$ cat src/rtl/rdseq_pkg.sv
package rdseq_pkg;

  typedef enum logic [2:0] {
    ST_IDLE,   // deselected, outputs released
    ST_SKIP,   // select fell with clock pin low: not our mode
    ST_WAIT,   // reporting EOC, waiting for a ready result
    ST_TEST,   // test window before the first clock rise
    ST_SHIFT   // generating clock, shifting data
  } seqState_t;

  typedef struct packed {
    logic loadTx;    // capture result into output shifter
    logic shiftTx;   // advance output shifter (falling edge)
    logic sampleRx;  // take one SDI bit (rising edge)
    logic commitRx;  // publish received word (frame end)
  } dpStrobe_t;

endpackage

$ cat src/rtl/rdseq_ctrl.sv
module rdseq_ctrl
  import rdseq_pkg::*;
#(
  parameter int FRAME_BITS  = 32,
  parameter int TEST_CYCLES = 16,
  parameter int HALF_DIV    = 4
) (
  input  logic      clk,
  input  logic      rstN,
  input  logic      csN,
  input  logic      sckSense,
  input  logic      convDone,
  output dpStrobe_t strobe,
  output logic      sckLevel,
  output logic      convStart,
  output logic      eocLevel,
  output logic      driveEn,
  output logic      dataPhase
);

  localparam int TW = $clog2(TEST_CYCLES + 1);
  localparam int DW = $clog2(HALF_DIV + 1);
  localparam int BW = $clog2(FRAME_BITS + 1);

  seqState_t      state;
  logic [TW-1:0]  testCnt;
  logic [DW-1:0]  divCnt;
  logic [BW-1:0]  riseCnt;
  logic           csPrev;
  logic           doneQ;

  logic csFall, doneRise, halfDone, inShift;
  logic riseEv, fallEv, lastFall, testEnd;

  always_comb begin
    csFall   = csPrev & ~csN;
    doneRise = convDone & ~doneQ;
    inShift  = (state == ST_SHIFT);
    halfDone = (divCnt == DW'(HALF_DIV - 1));
    riseEv   = inShift & ~csN & halfDone & ~sckLevel;
    fallEv   = inShift & ~csN & halfDone & sckLevel;
    lastFall = fallEv & (riseCnt == BW'(FRAME_BITS));
    testEnd  = (state == ST_TEST) & ~csN & (testCnt == TW'(TEST_CYCLES - 1));

    strobe.loadTx   = testEnd;
    strobe.sampleRx = riseEv;
    strobe.shiftTx  = fallEv & ~lastFall;
    strobe.commitRx = lastFall;

    driveEn   = ~csN & ((state == ST_WAIT) | (state == ST_TEST) | inShift);
    dataPhase = inShift;
  end

  always_ff @(posedge clk) begin
    if (!rstN) begin
      state     <= ST_IDLE;
      testCnt   <= '0;
      divCnt    <= '0;
      riseCnt   <= '0;
      csPrev    <= 1'b1;
      doneQ     <= 1'b0;
      eocLevel  <= 1'b1;
      sckLevel  <= 1'b0;
      convStart <= 1'b0;
    end else begin
      csPrev    <= csN;
      doneQ     <= convDone;
      convStart <= 1'b0;

      if (lastFall)      eocLevel <= 1'b1;
      else if (doneRise) eocLevel <= 1'b0;

      if (csN) begin
        state    <= ST_IDLE;
        sckLevel <= 1'b0;
      end else begin
        unique case (state)
          ST_IDLE: begin
            if (csFall) state <= sckSense ? ST_WAIT : ST_SKIP;
          end
          ST_SKIP: state <= ST_SKIP;
          ST_WAIT: begin
            if (!eocLevel) begin
              state   <= ST_TEST;
              testCnt <= '0;
            end
          end
          ST_TEST: begin
            if (testEnd) begin
              state    <= ST_SHIFT;
              divCnt   <= '0;
              riseCnt  <= '0;
              sckLevel <= 1'b0;
            end else begin
              testCnt <= testCnt + TW'(1);
            end
          end
          ST_SHIFT: begin
            if (halfDone) begin
              divCnt <= '0;
              if (!sckLevel) begin
                sckLevel <= 1'b1;
                riseCnt  <= riseCnt + BW'(1);
              end else begin
                sckLevel <= 1'b0;
                if (lastFall) begin
                  state     <= ST_WAIT;
                  convStart <= 1'b1;
                end
              end
            end else begin
              divCnt <= divCnt + DW'(1);
            end
          end
          default: state <= ST_IDLE;
        endcase
      end
    end
  end

endmodule

$ cat src/rtl/rdseq_data.sv
module rdseq_data
  import rdseq_pkg::*;
#(
  parameter int FRAME_BITS = 32
) (
  input  logic                  clk,
  input  logic                  rstN,
  input  dpStrobe_t             strobe,
  input  logic [FRAME_BITS-1:0] resultWord,
  input  logic                  sdi,
  output logic                  txBit,
  output logic [FRAME_BITS-1:0] rxWord
);

  localparam int MSB = FRAME_BITS - 1;

  logic [MSB:0] txShift;
  logic [MSB:0] rxShift;

  always_ff @(posedge clk) begin
    if (!rstN) begin
      txShift <= '0;
      rxShift <= '0;
      rxWord  <= '0;
    end else begin
      if (strobe.loadTx)        txShift <= resultWord;
      else if (strobe.shiftTx)  txShift <= {txShift[MSB-1:0], 1'b0};
      if (strobe.sampleRx)      rxShift <= {rxShift[MSB-1:0], sdi};
      if (strobe.commitRx)      rxWord  <= rxShift;
    end
  end

  assign txBit = txShift[MSB];

endmodule

$ cat src/rtl/intclk_readout_seq.sv
module intclk_readout_seq
  import rdseq_pkg::*;
#(
  parameter int FRAME_BITS  = 32,
  parameter int TEST_CYCLES = 16,
  parameter int HALF_DIV    = 4
) (
  input  logic                  clk,
  input  logic                  rstN,
  input  logic                  csN,
  input  logic                  sdi,
  input  logic                  sckSense,
  input  logic                  convDone,
  input  logic [FRAME_BITS-1:0] resultWord,
  output logic                  sckOut,
  output logic                  sckOe,
  output logic                  sdoOut,
  output logic                  sdoOe,
  output logic                  convStart,
  output logic [FRAME_BITS-1:0] rxWord
);

  dpStrobe_t strobe;
  logic      sckLevel, eocLevel, driveEn, dataPhase, txBit;

  rdseq_ctrl #(
    .FRAME_BITS (FRAME_BITS),
    .TEST_CYCLES(TEST_CYCLES),
    .HALF_DIV   (HALF_DIV)
  ) uCtrl (
    .clk      (clk),
    .rstN     (rstN),
    .csN      (csN),
    .sckSense (sckSense),
    .convDone (convDone),
    .strobe   (strobe),
    .sckLevel (sckLevel),
    .convStart(convStart),
    .eocLevel (eocLevel),
    .driveEn  (driveEn),
    .dataPhase(dataPhase)
  );

  rdseq_data #(
    .FRAME_BITS(FRAME_BITS)
  ) uData (
    .clk       (clk),
    .rstN      (rstN),
    .strobe    (strobe),
    .resultWord(resultWord),
    .sdi       (sdi),
    .txBit     (txBit),
    .rxWord    (rxWord)
  );

  assign sckOut = sckLevel;
  assign sckOe  = driveEn;
  assign sdoOe  = driveEn;
  assign sdoOut = dataPhase ? txBit : eocLevel;

endmodule

$ cat config.mk
export PLATFORM = sky130hd
export DESIGN_NAME = intclk_readout_seq
export DESIGN_NICKNAME = d
export VERILOG_FILES = /design/src/rtl/rdseq_pkg.sv /design/src/rtl/rdseq_ctrl.sv /design/src/rtl/rdseq_data.sv /design/src/rtl/intclk_readout_seq.sv
export SDC_FILE = /design/constraint.sdc
export NUM_CORES = 1
export LEC_CHECK = 0
export BUFFER_PORTS_ARGS = -buffer_cell sky130_fd_sc_hd__buf_4
export CAP_MARGIN = 5
export CORE_ASPECT_RATIO = 2
export CORE_UTILIZATION = 56
export DETAILED_ROUTE_END_ITERATION = 7
export GPL_TIMING_DRIVEN = 1
export PLACE_DENSITY = 0.79
export REMOVE_ABC_BUFFERS = 1
export SYNTH_ARGS = -nofsm -noshare
export SYNTH_HDL_FRONTEND = slang
export SYNTH_SLANG_ARGS = --single-unit
$ cat constraint.sdc
create_clock -name clk -period 2.6 [get_ports clk]
set_input_delay 0 -clock clk [delete_from_list [all_inputs] [get_ports clk]]
set_output_delay 0 -clock clk [all_outputs]
set_load 0.05 [all_outputs]
==> results of run 1 <==
## worst max-delay path: stages (launching register included)
cell and delay, ps:
sky130_fd_sc_hd__dfxtp_1 340, sky130_fd_sc_hd__inv_1 100, sky130_fd_sc_hd__ha_1 150, sky130_fd_sc_hd__nor4b_2 400, sky130_fd_sc_hd__a211o_1 860, sky130_fd_sc_hd__nand2_1 180, sky130_fd_sc_hd__a31oi_1 230
## placed cells by master, fill, tap and decap left out, types with 3 or more instances in the layout
cell and instances:
sky130_fd_sc_hd__nand3_1 5, sky130_fd_sc_hd__nand4_1 3, sky130_fd_sc_hd__nor2b_1 4, sky130_fd_sc_hd__clkinv_2 4, sky130_fd_sc_hd__a31oi_1 16, sky130_fd_sc_hd__nand2b_1 5, sky130_fd_sc_hd__nor2_1 6, sky130_fd_sc_hd__nor3_1 3
sky130_fd_sc_hd__buf_4 83, sky130_fd_sc_hd__o21ai_1 5, sky130_fd_sc_hd__inv_1 6, sky130_fd_sc_hd__nand2_1 124, sky130_fd_sc_hd__o21ai_0 35, sky130_fd_sc_hd__a21oi_1 38, sky130_fd_sc_hd__and3_1 4, sky130_fd_sc_hd__a21boi_1 37
sky130_fd_sc_hd__a22o_1 32, sky130_fd_sc_hd__dlygate4sd3_1 35, sky130_fd_sc_hd__clkbuf_8 6, sky130_fd_sc_hd__and2_1 6, sky130_fd_sc_hd__dfxtp_1 118, sky130_fd_sc_hd__clkbuf_16 17, sky130_fd_sc_hd__ha_1 5
## metal layers
layer / GRT usage / vias up / share of wire
met3: 0.0825 / 25 / 0.044
met4: 0.102 / 0 / 0.025
met5: 0 / - / 0
met2: 0.461 / 112 / 0.55
met1: 0.270 / 1960 / 0.38
li1: - / 2036 / -
## cells by family (layout without fill, tap and decap cells)
kind of cell	after synthesis	count (layout)
compound gates	182	182
fa+ha+maj	5	5
buf+inv	47	154
flops	118	118
mux	1	1
simple gates	173	173
## stage by stage
step / power, mW / setup TNS, ps / hold slack (ps)
CTS: 4.11 / 0 / 26.2
floorplan: 1.91 / -265 / 122
global placement: 1.98 / 0 / 216
detailed placement: 1.98 / 0 / 228
finish: 4.09 / 0 / 32.3
global route: 4.20 / 0 / 51.3
## state kept, by name, summed over array words and instances (netlist names)
register	cells
uCtrl.doneQ	1
uCtrl.state	3
uCtrl.testCnt	5
uCtrl.riseCnt	6
uData.txShift	32
uCtrl.sckLevel	1
uCtrl.csPrev	1
uData.rxWord	32
uData.rxShift	32
uCtrl.divCnt	3
uCtrl.convStart	1
uCtrl.eocLevel	1
## synthesized netlist by cell type (all sizes together) (3+ instances only)
cell / count / area [um2]
a21boi: 37 / 278
a21oi: 38 / 190
a22o: 32 / 280
a31oi: 16 / 100
and2: 6 / 37.5
and3: 4 / 25.0
buf: 15 / 103
clkbuf: 26 / 97.6
dfxtp: 118 / 2360
ha: 5 / 62.6
inv: 6 / 22.5
nand2: 124 / 465
nand2b: 5 / 31.3
nand3: 5 / 25.0
nand4: 3 / 18.8
nor2: 6 / 22.5
nor2b: 4 / 25.0
nor3: 4 / 25.0
o21ai: 40 / 200
## worst paths after layout
kind	end	cells past startpoint
worst min-delay path	uData.txShift[6]	3
worst min register to register	uData.txShift[15]	2
worst max-delay path	uData.txShift[1]	6
worst max register to register	uData.txShift[1]	6
## power by group through the flow
stage / registers, mW / clock network, mW / logic [mW]
2_1_floorplan: 1.86 / 0 / 0.0509
3_3_place_gp: 1.86 / 0 / 0.125
3_5_place_dp: 1.86 / 0 / 0.126
4_1_cts: 1.82 / 2.12 / 0.168
5_1_grt: 1.82 / 2.20 / 0.185
6_report: 1.82 / 2.09 / 0.172
## what timing repair did
item,4_1_cts,5_1_grt
resized for setup,0,0
endpoints found under the hold margin,36,0
setup buffers,0,0
hold buffers,35,0
## layout make-up
cell class | instances | area, um2 | share of cell area
clock buffer | 25 | 515 | 0.0838
inverter | 6 | 22.5 | 0.00366
clock inverter | 4 | 20.0 | 0.00325
tap | 96 | 120 | 0.0195
multi-input combinational | 361 | 2120 | 0.344
timing repair buffer | 119 | 993 | 0.162
sequential | 118 | 2360 | 0.384
==> results.md, run 1 <==
* Outcome: complete, no violations
* Core outline area at 8000 um2
* Maximum level of the CTS H-tree at 4
* Maximum number of pins on one net before global-route repair at 50
* Top-level I/O count at 75
* Number of vias in the routed layout at 4133
* Placed wire-length estimate after detailed placement at 6490 um
* TritonRoute pass-1 iters at 5
* Share of total power consumed by net switching at 0.203
* Final Wtd Congestion at 0.842
* Post-detailed-routing wire length at 10700 um
* Part of the Yosys area used for sequential elements at 0.504
* Residual overflow from global routing at 0
* Min-Delay Path Class: primary input to flip-flop
* RSZ-0062 raised after global routing: no
* Syn_area_per_cell at 8.91 um2
* Layout cell share with drive strength beyond 1 at 0.190
* Routed via count divided by cell count at 5.67
* Number of antenna-violating nets in the routed design at 0
* Number of fill cells in the layout at 533
* GRT Overall Usage at 0.260
* Dominant combinational cell family by area after synthesis: compound AO/OA/AOI/OAI gates
* Final setup violation count at 0
* Final antenna diode count at 0
* Worst-case clock skew at 9.00 ps
* Simple-gate share of the synthesized area at 0.174
* Highest achievable clock rate at 431 MHz
* Flip-flop and latch count after synthesis at 118
* Part of the power in the clock network at 0.512
* Cell area after placement at 5270 um2
* Die extent in x at 66.7 um
* Power density over the cells at 664 nW/um2
* Number of buffer cells added on primary ports at 74
* Relative max-transition margin at 0.346
* Rows at 46
* Ys Warns at 0
* Required time worst endpoint at 2930 ps
* Arr. time, crit path at 2650 ps
* TritonCTS clock tree: yes
* Initial detailed-routing violation count at 218
* Multiplexer share of the synthesized area at 0.00240
* Most frequently used flop master after synthesis: sky130_fd_sc_hd__dfxtp_1
* Synth Area in Adders at 0.0133
* Sink Count at 118
* Initial cell density of the core at 0.586
* Final core utilization at 0.769
* Final hold violation count at 0
* Net Sw Power at 0.830 mW
* Syn-to-layout area delta at 31.2%
* Reported leakage power at 2.37 nW
* Maximum number of buffers from clock root to sink at 2
* Worst setup slack after layout at 281 ps
* Register share of total power at 0.446
* Number of buffers created by CTS at 17
* Synthesized-area fraction occupied by ao, oa, aoi and oai cells at 0.259
* Startpoint of the lowest-slack register-to-register path: uCtrl.riseCnt[0]
* Antenna violations before repair at 0
* Startpoint-to-endpoint class of the critical path: flip-flop to flip-flop
* Comb pwr share at 0.042
* CTS Root Cell: sky130_fd_sc_hd__clkbuf_16
* Maximum ir drop on the vdd rail at 0.000632 V
* Number of placed cells counting well taps at 665
* Number of cells in the finished layout apart from fillers at 729
* Final min period at 2320 ps
* Share of synthesized registers carrying an async set or reset at 0
* Area of the mapped netlist at 4690 um2
* Synth Instances at 526
* Category of the worst setup path capture point: flip-flop
* Element type at the critical path start: flip-flop
* Placement Setup Slack at 350 ps
* Share of the clock period used by the worst path after layout at 0.892
* Worst-margin pin slew at 980 ps
* Die height at 131 um
* Area enclosed by the die boundary at 8760 um2
* Start point of the worst hold path: rstN
* Area share of xor/xnor cells in the synthesized design at 0
* Register-to-Register Setup Slack at 280 ps
* Total DRC errors in the routed layout at 0
* Clk Latency, worst-skew pair at 410 ps
* Number of synthesized flops with an enable pin at 0
* Number of global-route vias before repair at 4007
* Average routed wire per standard cell at 14.7 um
* Internal power of the cells at 3.26 mW
* Unique cell type count in the Yosys netlist at 51
* Max-slew violation total from the final report at 0
* First-pass GRT wire length at 17700 um
* Final std cell area, no fill at 6150 um2
* Maximum fanout along the worst path at 32
* Clock-pin transition on the worst setup and hold timing paths at 50 ps
* Final net count at 666
* Beginning of the critical path: uCtrl.riseCnt[0]
* Max-Cap Viols at 0
No activity file was read; power rests on OpenSTA's default activity.
==> run 2: changes to the inputs <==
Settings changed: MAX_ROUTING_LAYER from default to met4.
==> results.md, run 2 (same netlist as run 1, synthesis figures left out) <==
* Required time worst endpoint at 2930 ps
* Share of the clock period used by the worst path after layout at 0.899
* Layout cell share with drive strength beyond 1 at 0.190
* Maximum ir drop on the vdd rail at 0.000632 V
* Initial cell density of the core at 0.586
* Largest registers: uData.rxShift (32), uData.rxWord (32), uData.txShift (32)
* Routed via count divided by cell count at 5.69
* Cells resized by post-CTS repair at 0
* Leading cell type in the layout, fill and taps excluded: sky130_fd_sc_hd__nand2_1
* Register-to-Register Setup Slack at 260 ps
* Worst-case clock skew at 8.38 ps
* Maximum number of pins on one net before global-route repair at 50
* Startpoint of the lowest-slack register-to-register path: uCtrl.riseCnt[1]
* First-pass GRT wire length at 17700 um
* Residual overflow from global routing at 0
* RSZ-0062 raised after global routing: no
* Cell area after placement at 5270 um2
* Antenna violations before repair at 0
* Final net count at 666
* Highest-count cells in the layout ignoring fill and taps: sky130_fd_sc_hd__nand2_1 (124), sky130_fd_sc_hd__dfxtp_1 (118), sky130_fd_sc_hd__buf_4 (83)
* Die extent in x at 66.7 um
* Rows at 46
* Area enclosed by the die boundary at 8760 um2
* Worst reg2reg path depth at 6
* Total DRC errors in the routed layout at 0
* Placed wire-length estimate after detailed placement at 6490 um
* Arr. time, crit path at 2670 ps
* TritonRoute pass-1 iters at 5
* Worst setup slack after layout at 262 ps
* Category of the worst setup path capture point: flip-flop
* Beginning of the critical path: uCtrl.riseCnt[1]
* Worst Setup EP: uData.txShift[1]
* Sink Count at 118
* Die height at 131 um
* Final antenna diode count at 0
* CTS Root Cell: sky130_fd_sc_hd__clkbuf_16
* Element type at the critical path start: flip-flop
* Initial detailed-routing violation count at 239
* Number of buffers created by CTS at 17
* Final Wtd Congestion at 0.856
* Number of placed cells counting well taps at 665
* Placement Setup Slack at 350 ps
* Number of cells in the finished layout apart from fillers at 729
* Number of global-route vias before repair at 4011
* Minimum hold slack at 33.0 ps
* Clock-pin transition on the worst setup and hold timing paths at 50 ps
* Maximum level of the CTS H-tree at 4
* Post-detailed-routing wire length at 10700 um
* Max-Cap Viols at 0
* Number of antenna-violating nets in the routed design at 0
* Final hold violation count at 0
* Maximum number of buffers from clock root to sink at 2
* Syn-to-layout area delta at 31.2%
* Min-Delay Path Class: primary input to flip-flop
* Maximum fanout along the worst path at 32
* Worst-margin pin slew at 993 ps
* Number of vias in the routed layout at 4151
* Final setup violation count at 0
* Startpoint-to-endpoint class of the critical path: flip-flop to flip-flop
* Final min period at 2340 ps
* Highest achievable clock rate at 428 MHz
* Number of buffer cells added on primary ports at 74
* Power density over the cells at 664 nW/um2
* TritonCTS clock tree: yes
* Worst flop-to-flop path endpoint: uData.txShift[1]
* Relative max-transition margin at 0.338
* Top-level I/O count at 75
* Final std cell area, no fill at 6150 um2
* Core outline area at 8000 um2
* GRT Overall Usage at 0.267
* Max-slew violation total from the final report at 0
* Reported leakage power at 2.37 nW
* Average routed wire per standard cell at 14.7 um
* Clk Latency, worst-skew pair at 410 ps
* Outcome: complete, no violations
run 2: metrics by stage:
stage	power [mW]	TNS, ps	utilization
floorplan	1.91	-265	-
global placement	1.98	0	0.658
detailed placement	1.98	0	0.658
CTS	4.11	0	0.769
global route	4.21	0	0.769
finish	4.09	0	0.769
run 2: per-layer routing:
layer  vias up  track usage  share of wire
met5         -            -              0
met4         0        0.105          0.025
met3        22       0.0825          0.051
met2       136        0.461           0.55
met1      1954        0.270           0.37
li1       2039            -              -
run 2: layout make-up:
type                       instances  area (um2)
clock inverter                     4        20.0
multi-input combinational        361        2120
fill                             533        1850
sequential                       118        2360
timing repair buffer             119         993
clock buffer                      25         515
inverter                           6        22.5
tap                               96         120
run 2: how the worst min path moves through the flow:
stage	from	end	slack (ps)	cells past startpoint
2_1_floorplan	rstN	uCtrl.doneQ	120	1
3_3_place_gp	convDone	uCtrl.doneQ	220	2
3_5_place_dp	convDone	uCtrl.doneQ	230	2
4_1_cts	rstN	uData.txShift[6]	30	3
5_1_grt	rstN	uData.txShift[6]	50	3
6_report	rstN	uData.txShift[6]	30	3
run 2: critical path: stages, from the launching register on:
cell and delay [ps]:
sky130_fd_sc_hd__dfxtp_1 350, sky130_fd_sc_hd__inv_1 90, sky130_fd_sc_hd__ha_1 140, sky130_fd_sc_hd__nor4b_2 400
sky130_fd_sc_hd__a211o_1 860, sky130_fd_sc_hd__nand2_1 190, sky130_fd_sc_hd__a31oi_1 230
run 2: repair_timing:
action / in CTS / in global routing
hold buffers: 35 / 0
endpoints found under the hold margin: 36 / 0
buffers inserted: 0 / 0
run 2: power breakdown:
group / internal [mW] / switching, mW / total [mW]
sequential: 1.82 / 0.00580 / 1.82
combinational: 0.0971 / 0.0748 / 0.172
clock: 1.34 / 0.749 / 2.09
